File: config.mk
export PLATFORM = sky130hd
export DESIGN_NAME = tick_timer
export DESIGN_NICKNAME = d
export VERILOG_FILES = /design/src/rtl/tick_timer_pkg.sv /design/src/rtl/tick_prescale.sv /design/src/rtl/tick_channel.sv /design/src/rtl/tick_timer.sv
export SDC_FILE = /design/constraint.sdc
export NUM_CORES = 1
export LEC_CHECK = 0
export ABC_CLOCK_PERIOD_IN_PS = 4400
export BUFFER_PORTS_ARGS = -buffer_cell sky130_fd_sc_hd__buf_2
export CAP_MARGIN = 10
export CORE_AREA = 4 4 222 224
export DETAILED_ROUTE_END_ITERATION = 7
export DIE_AREA = 0 0 226 228
export HOLD_SLACK_MARGIN = 0.05
export SYNTH_ARGS = -nofsm -noshare
export SYNTH_HDL_FRONTEND = slang
export SYNTH_SLANG_ARGS = --single-unit
File: constraint.sdc
create_clock -name clk -period 4.4 [get_ports clk]
set_clock_uncertainty 0.15 [all_clocks]
set_input_delay 0.88 -clock clk [delete_from_list [all_inputs] [get_ports clk]]
set_output_delay 0.88 -clock clk [all_outputs]
set_load 0.005 [all_outputs]
File: src/rtl/tick_timer_pkg.sv
package tick_timer_pkg;
  localparam int PSEL_W    = 3;
  localparam int RATES     = 5;
  localparam int RATE_STEP = 2;
  localparam int CTL_IE    = 5;
  localparam int CTL_UF    = 8;
  localparam int REG_STEP  = 4;

  typedef struct packed {
    logic              uf_flag;
    logic              irq_en;
    logic [PSEL_W-1:0] psel;
  } ctl_t;
endpackage

File: src/rtl/tick_prescale.sv
module tick_prescale
  import tick_timer_pkg::*;
#(
  parameter int N_RATES = RATES,
  parameter int STEP    = RATE_STEP
) (
  input  logic               clk,
  input  logic               rst_n,
  output logic [N_RATES-1:0] tick_o
);
  localparam int PW = N_RATES * STEP;

  logic [PW-1:0] pre_q, pre_d;

  always_comb begin
    pre_d = pre_q + PW'(1);
  end

  always_ff @(posedge clk or negedge rst_n) begin
    if (!rst_n) pre_q <= '0;
    else        pre_q <= pre_d;
  end

  for (genvar k = 0; k < N_RATES; k++) begin : g_rate
    assign tick_o[k] = &pre_q[(k+1)*STEP-1:0];
  end
endmodule

File: src/rtl/tick_channel.sv
module tick_channel
  import tick_timer_pkg::*;
#(
  parameter int DATA_W  = 32,
  parameter int CNT_W   = 32,
  parameter int N_RATES = RATES
) (
  input  logic               clk,
  input  logic               rst_n,
  input  logic               run_i,
  input  logic [N_RATES-1:0] tick_vec_i,
  input  logic               wr_rld_i,
  input  logic               wr_cnt_i,
  input  logic               wr_ctl_i,
  input  logic [DATA_W-1:0]  wdata_i,
  output logic [DATA_W-1:0]  rld_o,
  output logic [DATA_W-1:0]  cnt_o,
  output logic [DATA_W-1:0]  ctl_o,
  output logic               irq_o
);
  logic [CNT_W-1:0]  cnt_q, cnt_d, rld_q, rld_d;
  ctl_t              ctl_q, ctl_d;
  logic [PSEL_W-1:0] eff_sel;
  logic              tick_sel, step, uf;

  always_comb begin
    eff_sel  = (ctl_q.psel >= PSEL_W'(N_RATES)) ? PSEL_W'(N_RATES-1) : ctl_q.psel;
    tick_sel = tick_vec_i[eff_sel];
    step     = run_i & tick_sel;
    uf       = step & (cnt_q == '0);
  end

  always_comb begin
    cnt_d = cnt_q;
    if (step)                   cnt_d = uf ? rld_q : cnt_q - CNT_W'(1);
    else if (wr_cnt_i && !run_i) cnt_d = wdata_i[CNT_W-1:0];

    rld_d = rld_q;
    if (wr_rld_i) rld_d = wdata_i[CNT_W-1:0];

    ctl_d = ctl_q;
    if (wr_ctl_i) begin
      ctl_d.psel    = wdata_i[PSEL_W-1:0];
      ctl_d.irq_en  = wdata_i[CTL_IE];
      ctl_d.uf_flag = ctl_q.uf_flag & wdata_i[CTL_UF];
    end
    if (uf) ctl_d.uf_flag = 1'b1;
  end

  always_ff @(posedge clk or negedge rst_n) begin
    if (!rst_n) begin
      cnt_q <= '1;
      rld_q <= '1;
      ctl_q <= '0;
    end else begin
      cnt_q <= cnt_d;
      rld_q <= rld_d;
      ctl_q <= ctl_d;
    end
  end

  always_comb begin
    rld_o = '0;
    rld_o[CNT_W-1:0] = rld_q;
    cnt_o = '0;
    cnt_o[CNT_W-1:0] = cnt_q;
    ctl_o = '0;
    ctl_o[PSEL_W-1:0] = ctl_q.psel;
    ctl_o[CTL_IE]     = ctl_q.irq_en;
    ctl_o[CTL_UF]     = ctl_q.uf_flag;
    irq_o = ctl_q.uf_flag & ctl_q.irq_en;
  end

  // a stopped channel with no counter write keeps its count
  assert_hold_stopped_R5: assert property (@(posedge clk) disable iff (!rst_n)
    (!run_i && !wr_cnt_i) |=> $stable(cnt_q));

  // a tick at zero reloads and raises the flag
  assert_underflow_reload_R6: assert property (@(posedge clk) disable iff (!rst_n)
    (run_i && tick_sel && cnt_q == '0) |=> (cnt_q == $past(rld_q) && ctl_q.uf_flag));

  // a counter write to a running channel without a tick changes nothing
  assert_busy_write_ignored_R7: assert property (@(posedge clk) disable iff (!rst_n)
    (run_i && !tick_sel && wr_cnt_i) |=> $stable(cnt_q));

  // the flag only falls through a control write carrying bit 8 low
  assert_flag_sticky_R8: assert property (@(posedge clk) disable iff (!rst_n)
    (ctl_q.uf_flag && !(wr_ctl_i && !wdata_i[CTL_UF])) |=> ctl_q.uf_flag);
endmodule

File: src/rtl/tick_timer.sv
module tick_timer
  import tick_timer_pkg::*;
#(
  parameter int NUM_CH  = 3,
  parameter bit ALT_MAP = 1'b0,
  parameter int ADDR_W  = 8,
  parameter int DATA_W  = 32,
  parameter int CNT_W   = 32
) (
  input  logic              clk,
  input  logic              rst_n,
  input  logic              bus_sel,
  input  logic              bus_wr,
  input  logic [ADDR_W-1:0] bus_addr,
  input  logic [DATA_W-1:0] bus_wdata,
  output logic [DATA_W-1:0] bus_rdata,
  output logic [NUM_CH-1:0] irq
);
  localparam int START_OFS = ALT_MAP ? 2 : 4;
  localparam int CH_BASE   = ALT_MAP ? 4 : 8;
  localparam int CH_STRIDE = 3 * REG_STEP;

  logic [RATES-1:0]  ticks;
  logic [NUM_CH-1:0] run_q, run_d;
  logic              hit_start;
  logic [NUM_CH-1:0] hit_rld, hit_cnt, hit_ctl;
  logic [DATA_W-1:0] rld_v [NUM_CH];
  logic [DATA_W-1:0] cnt_v [NUM_CH];
  logic [DATA_W-1:0] ctl_v [NUM_CH];

  tick_prescale #(.N_RATES(RATES), .STEP(RATE_STEP)) u_pre (
    .clk    (clk),
    .rst_n  (rst_n),
    .tick_o (ticks)
  );

  assign hit_start = bus_sel && (bus_addr == ADDR_W'(START_OFS));

  for (genvar g = 0; g < NUM_CH; g++) begin : g_ch
    localparam int BASE = CH_BASE + g * CH_STRIDE;

    assign hit_rld[g] = bus_sel && (bus_addr == ADDR_W'(BASE));
    assign hit_cnt[g] = bus_sel && (bus_addr == ADDR_W'(BASE + REG_STEP));
    assign hit_ctl[g] = bus_sel && (bus_addr == ADDR_W'(BASE + 2*REG_STEP));

    tick_channel #(.DATA_W(DATA_W), .CNT_W(CNT_W), .N_RATES(RATES)) u_ch (
      .clk        (clk),
      .rst_n      (rst_n),
      .run_i      (run_q[g]),
      .tick_vec_i (ticks),
      .wr_rld_i   (hit_rld[g] & bus_wr),
      .wr_cnt_i   (hit_cnt[g] & bus_wr),
      .wr_ctl_i   (hit_ctl[g] & bus_wr),
      .wdata_i    (bus_wdata),
      .rld_o      (rld_v[g]),
      .cnt_o      (cnt_v[g]),
      .ctl_o      (ctl_v[g]),
      .irq_o      (irq[g])
    );
  end

  always_comb begin
    run_d = run_q;
    if (hit_start && bus_wr) run_d = bus_wdata[NUM_CH-1:0];
  end

  always_ff @(posedge clk or negedge rst_n) begin
    if (!rst_n) run_q <= '0;
    else        run_q <= run_d;
  end

  always_comb begin
    bus_rdata = '0;
    if (hit_start) bus_rdata[NUM_CH-1:0] = run_q;
    for (int i = 0; i < NUM_CH; i++) begin
      if (hit_rld[i]) bus_rdata = rld_v[i];
      if (hit_cnt[i]) bus_rdata = cnt_v[i];
      if (hit_ctl[i]) bus_rdata = ctl_v[i];
    end
  end

  // run bits move only through a write to the start register
  assert_run_stable_R2: assert property (@(posedge clk) disable iff (!rst_n)
    !(hit_start && bus_wr) |=> $stable(run_q));

  // at most one register answers any address
  assert_one_decode_R3: assert property (@(posedge clk) disable iff (!rst_n)
    $countones({hit_start, hit_rld, hit_cnt, hit_ctl}) <= 1);
endmodule

==> metrics.md <==
| Metric | Value |
|---|---|
| Critical Path End Type | `output pin` |
| Cell Area, Synth | `0.0141 mm2` |
| CP Data Arrival Time | `3170 ps` |
| DIE AREA | `0.0515 mm2` |
| Syn_nets | `1506` |
| Mux cell area share after synthesis | `15.2%` |
| H-tree depth | `1` |
| Reg clk slew, reported paths | `60 ps` |
| Setup tns final | `0 ps` |
| Main flop type after synthesis | `dfstp_2` |
| Drt initial violations | `1277` |
| Crit path time final | `4200 ps` |
| Avg Inst Size Synth | `9.68 um2` |
| Post-synthesis sequential area ratio | `40.8%` |
| Adder-cell share of the synthesized area | `0.622%` |
| Power, Total | `5450 uW` |
| First-pass GRT wire length | `75500 um` |
| Fin util | `34.1%` |
| Die X | `226 um` |
| Slew Limit Fails | `0` |
| Tcrit/Tclk final | `95.4%` |
| CTS max path bufs | `3` |
| Starting Density | `29.8%` |
| Count of different cell masters after synthesis | `79` |
| Clock Sinks | `220` |
| GP Congestion | `0.965` |
| RSZ-0062 raised after global routing | `false` |
| Area grow syn2layout | `14.7%` |
| Maximum operating frequency | `238 MHz` |
| Vias in the first global route | `12200` |
| Synth Warn # | `0` |
| Status | `complete, no violations` |
| Synth Area in Compound Gates | `20.1%` |
| Leak Pwr | `0.00641 uW` |
| Kind of critical path | `in2out` |
| Worst-Skew Late Latency | `550 ps` |
| CTS buffer count | `25` |
| Min-Delay Path Class | `in2async` |
| Max-cap violations | `0` |
| Final worst slack | `201 ps` |
| Setup-failing EPs final | `0` |
| Root Driver | `clkbuf_16` |
| Std-Cell Rows | `80` |
| Simple-gate share of the synthesized area | `15.4%` |
| CP startpoint kind | `input pin` |
| TritonCTS clock tree | `built` |
| Peak supply drop | `0.208 mV` |
| Post-synth EDFFs | `0` |
| I/O Pins | `79` |
| Fin nets | `1556` |
| Post-CTS Setup Repair Bufs | `0` |
| Antenna violations before repair | `5` |
| Total number of vias | `12400` |
| Wirelength per Cell | `22.8 um` |
| DRC errors left | `0` |
| Worst slew pin tran | `1270 ps` |
| Core Box Area | `0.0473 mm2` |
| Detailed-placement wirelength estimate | `36100 um` |
| DR pass1 iterations | `8` |
| Chip height | `228 um` |
| Cell count after synthesis | `1455` |
| Pwr dens | `337 mW/mm2` |
| GRT Overall Usage | `18.4%` |
| Post-synth ARST share | `100%` |
| Vias per inst | `5.79` |
| Flops & latches, synth | `220` |
| Final WL | `48700 um` |
| Port buffer count | `78` |
| Largest net degree at the start of global routing | `96` |
| Synth Area in XOR/XNOR | `4.10%` |
| Layout cells sized above 1 | `35.3%` |
| Post-DRT Antenna Nets | `0` |
| Req. time, crit path | `3370 ps` |
| Pre-CTS WS | `-67.8 ps` |
| Final hold vios | `0` |
| GRT Residual Overflow | `0` |
| Max-slew headroom | `15.4%` |
| Crit-path max FO | `15` |
| Combinational family with the most area after synthesis | `compound AO/OA/AOI/OAI gates` |
layout make-up:
| class | instances | area, um2 |
|---|---|---|
| diodes | 1 | 2.50 |
| clock buffers | 33 | 718 |
| clock inverters | 11 | 188 |
| fillers | 4831 | 31200 |
| inverters | 13 | 48.8 |
| multi-input cells | 1113 | 7840 |
| flip-flops and latches | 220 | 5750 |
| well taps | 615 | 769 |
| repair buffers | 132 | 856 |
state kept, by name, summed over array words and instances, names as in the netlist:
name,count
g_ch.u_ch.cnt_o,96
g_ch.u_ch.ctl_o,15
g_ch.u_ch.rld_o,96
run_q,3
u_pre.pre_q,10
layer usage:
layer / GRT usage [%] / vias to the layer above / part of all wire (%)
li1: - / 5624 / -
met1: 25.1 / 6198 / 43
met2: 30.4 / 459 / 47
met3: 2.71 / 87 / 6.2
met4: 5.19 / 8 / 2.9
met5: 0 / - / 0.086
power by group:
part	total (uW)	internal [uW]	switching (uW)
logic	571	257	314
clock network	2320	1440	886
registers	2550	2300	258
path summary, 6_finish.rpt:
kind / slack [ps] / from / to / cells past startpoint
setup / recovery: 200 / bus_addr[5] / bus_rdata[9] / 8
min in group clk: 320 / u_pre.pre_q[5] / u_pre.pre_q[5] / 1
setup reg to reg: 790 / g_ch[0].u_ch.cnt_o[0] / g_ch[0].u_ch.cnt_o[0] / 9
hold reg to reg: 320 / u_pre.pre_q[5] / u_pre.pre_q[5] / 1
max in group asynchronous: 2850 / rst_n / g_ch[0].u_ch.rld_o[24] / 2
hold / removal: 190 / rst_n / run_q[2] / 1
Yosys cell counts (26+ instances only):
cell type	number	area share, %
a21oi_1	55	2.0
a22oi_1	37	2.0
clkbuf_1	73	1.9
dfrtp_1	28	5.0
dfstp_2	192	36
mux2_2	126	10
mux2i_1	72	5.1
nand2_1	116	3.1
nand3_1	34	1.2
nor2_1	76	2.0
nor3_1	44	1.6
o211ai_1	26	1.4
o21ai_0	105	3.7
o22ai_1	59	2.6
xnor2_1	36	2.2
xor2_1	30	1.9
cell usage in the layout, fill, tap and decap left out, drive strengths merged, types with 37 or more instances in the layout:
cell   instances
mux2         126
dfstp        192
buf          132
a22oi         37
a21oi         55
o22ai         59
nand2        116
nor3          45
mux2i         72
o21ai        125
nor2          76
metrics by stage:
step | instance area (um2) | std cells | hold WS (ps)
floorplan | 14100 | 1455 | 288
global placement | 15200 | 2093 | 304
detailed placement | 15200 | 2093 | 310
CTS | 16200 | 2137 | 216
global route | 16200 | 2137 | 215
finish | 16200 | 2138 | 185
what timing repair did:
item | in CTS | in global routing
resized for setup | 2 | 0
endpoints found under the hold margin | 0 | 0
hold buffers | 0 | 0
endpoints found under the setup margin | 1 | 0
logic make-up (layout without fill, tap and decap cells):
| group | after synthesis | count (layout) |
|---|---|---|
| AOI/OAI and AO/OA | 422 | 422 |
| adders and majority gates | 7 | 7 |
| buffers and inverters | 122 | 189 |
| and+or+nand+nor | 420 | 420 |
| other | 0 | 1 |
| xor gates and xnor gates | 66 | 66 |
| muxes | 198 | 198 |
| DFF | 220 | 220 |
critical path: stages:
cell	delay [ps]
buf_2	130
nor4b_2	400
and3b_1	680
a21o_1	210
a222oi_1	60
buf_4	200
o21ai_0	390
buf_2	200
Note: power is estimated with default switching activity, not from simulation.
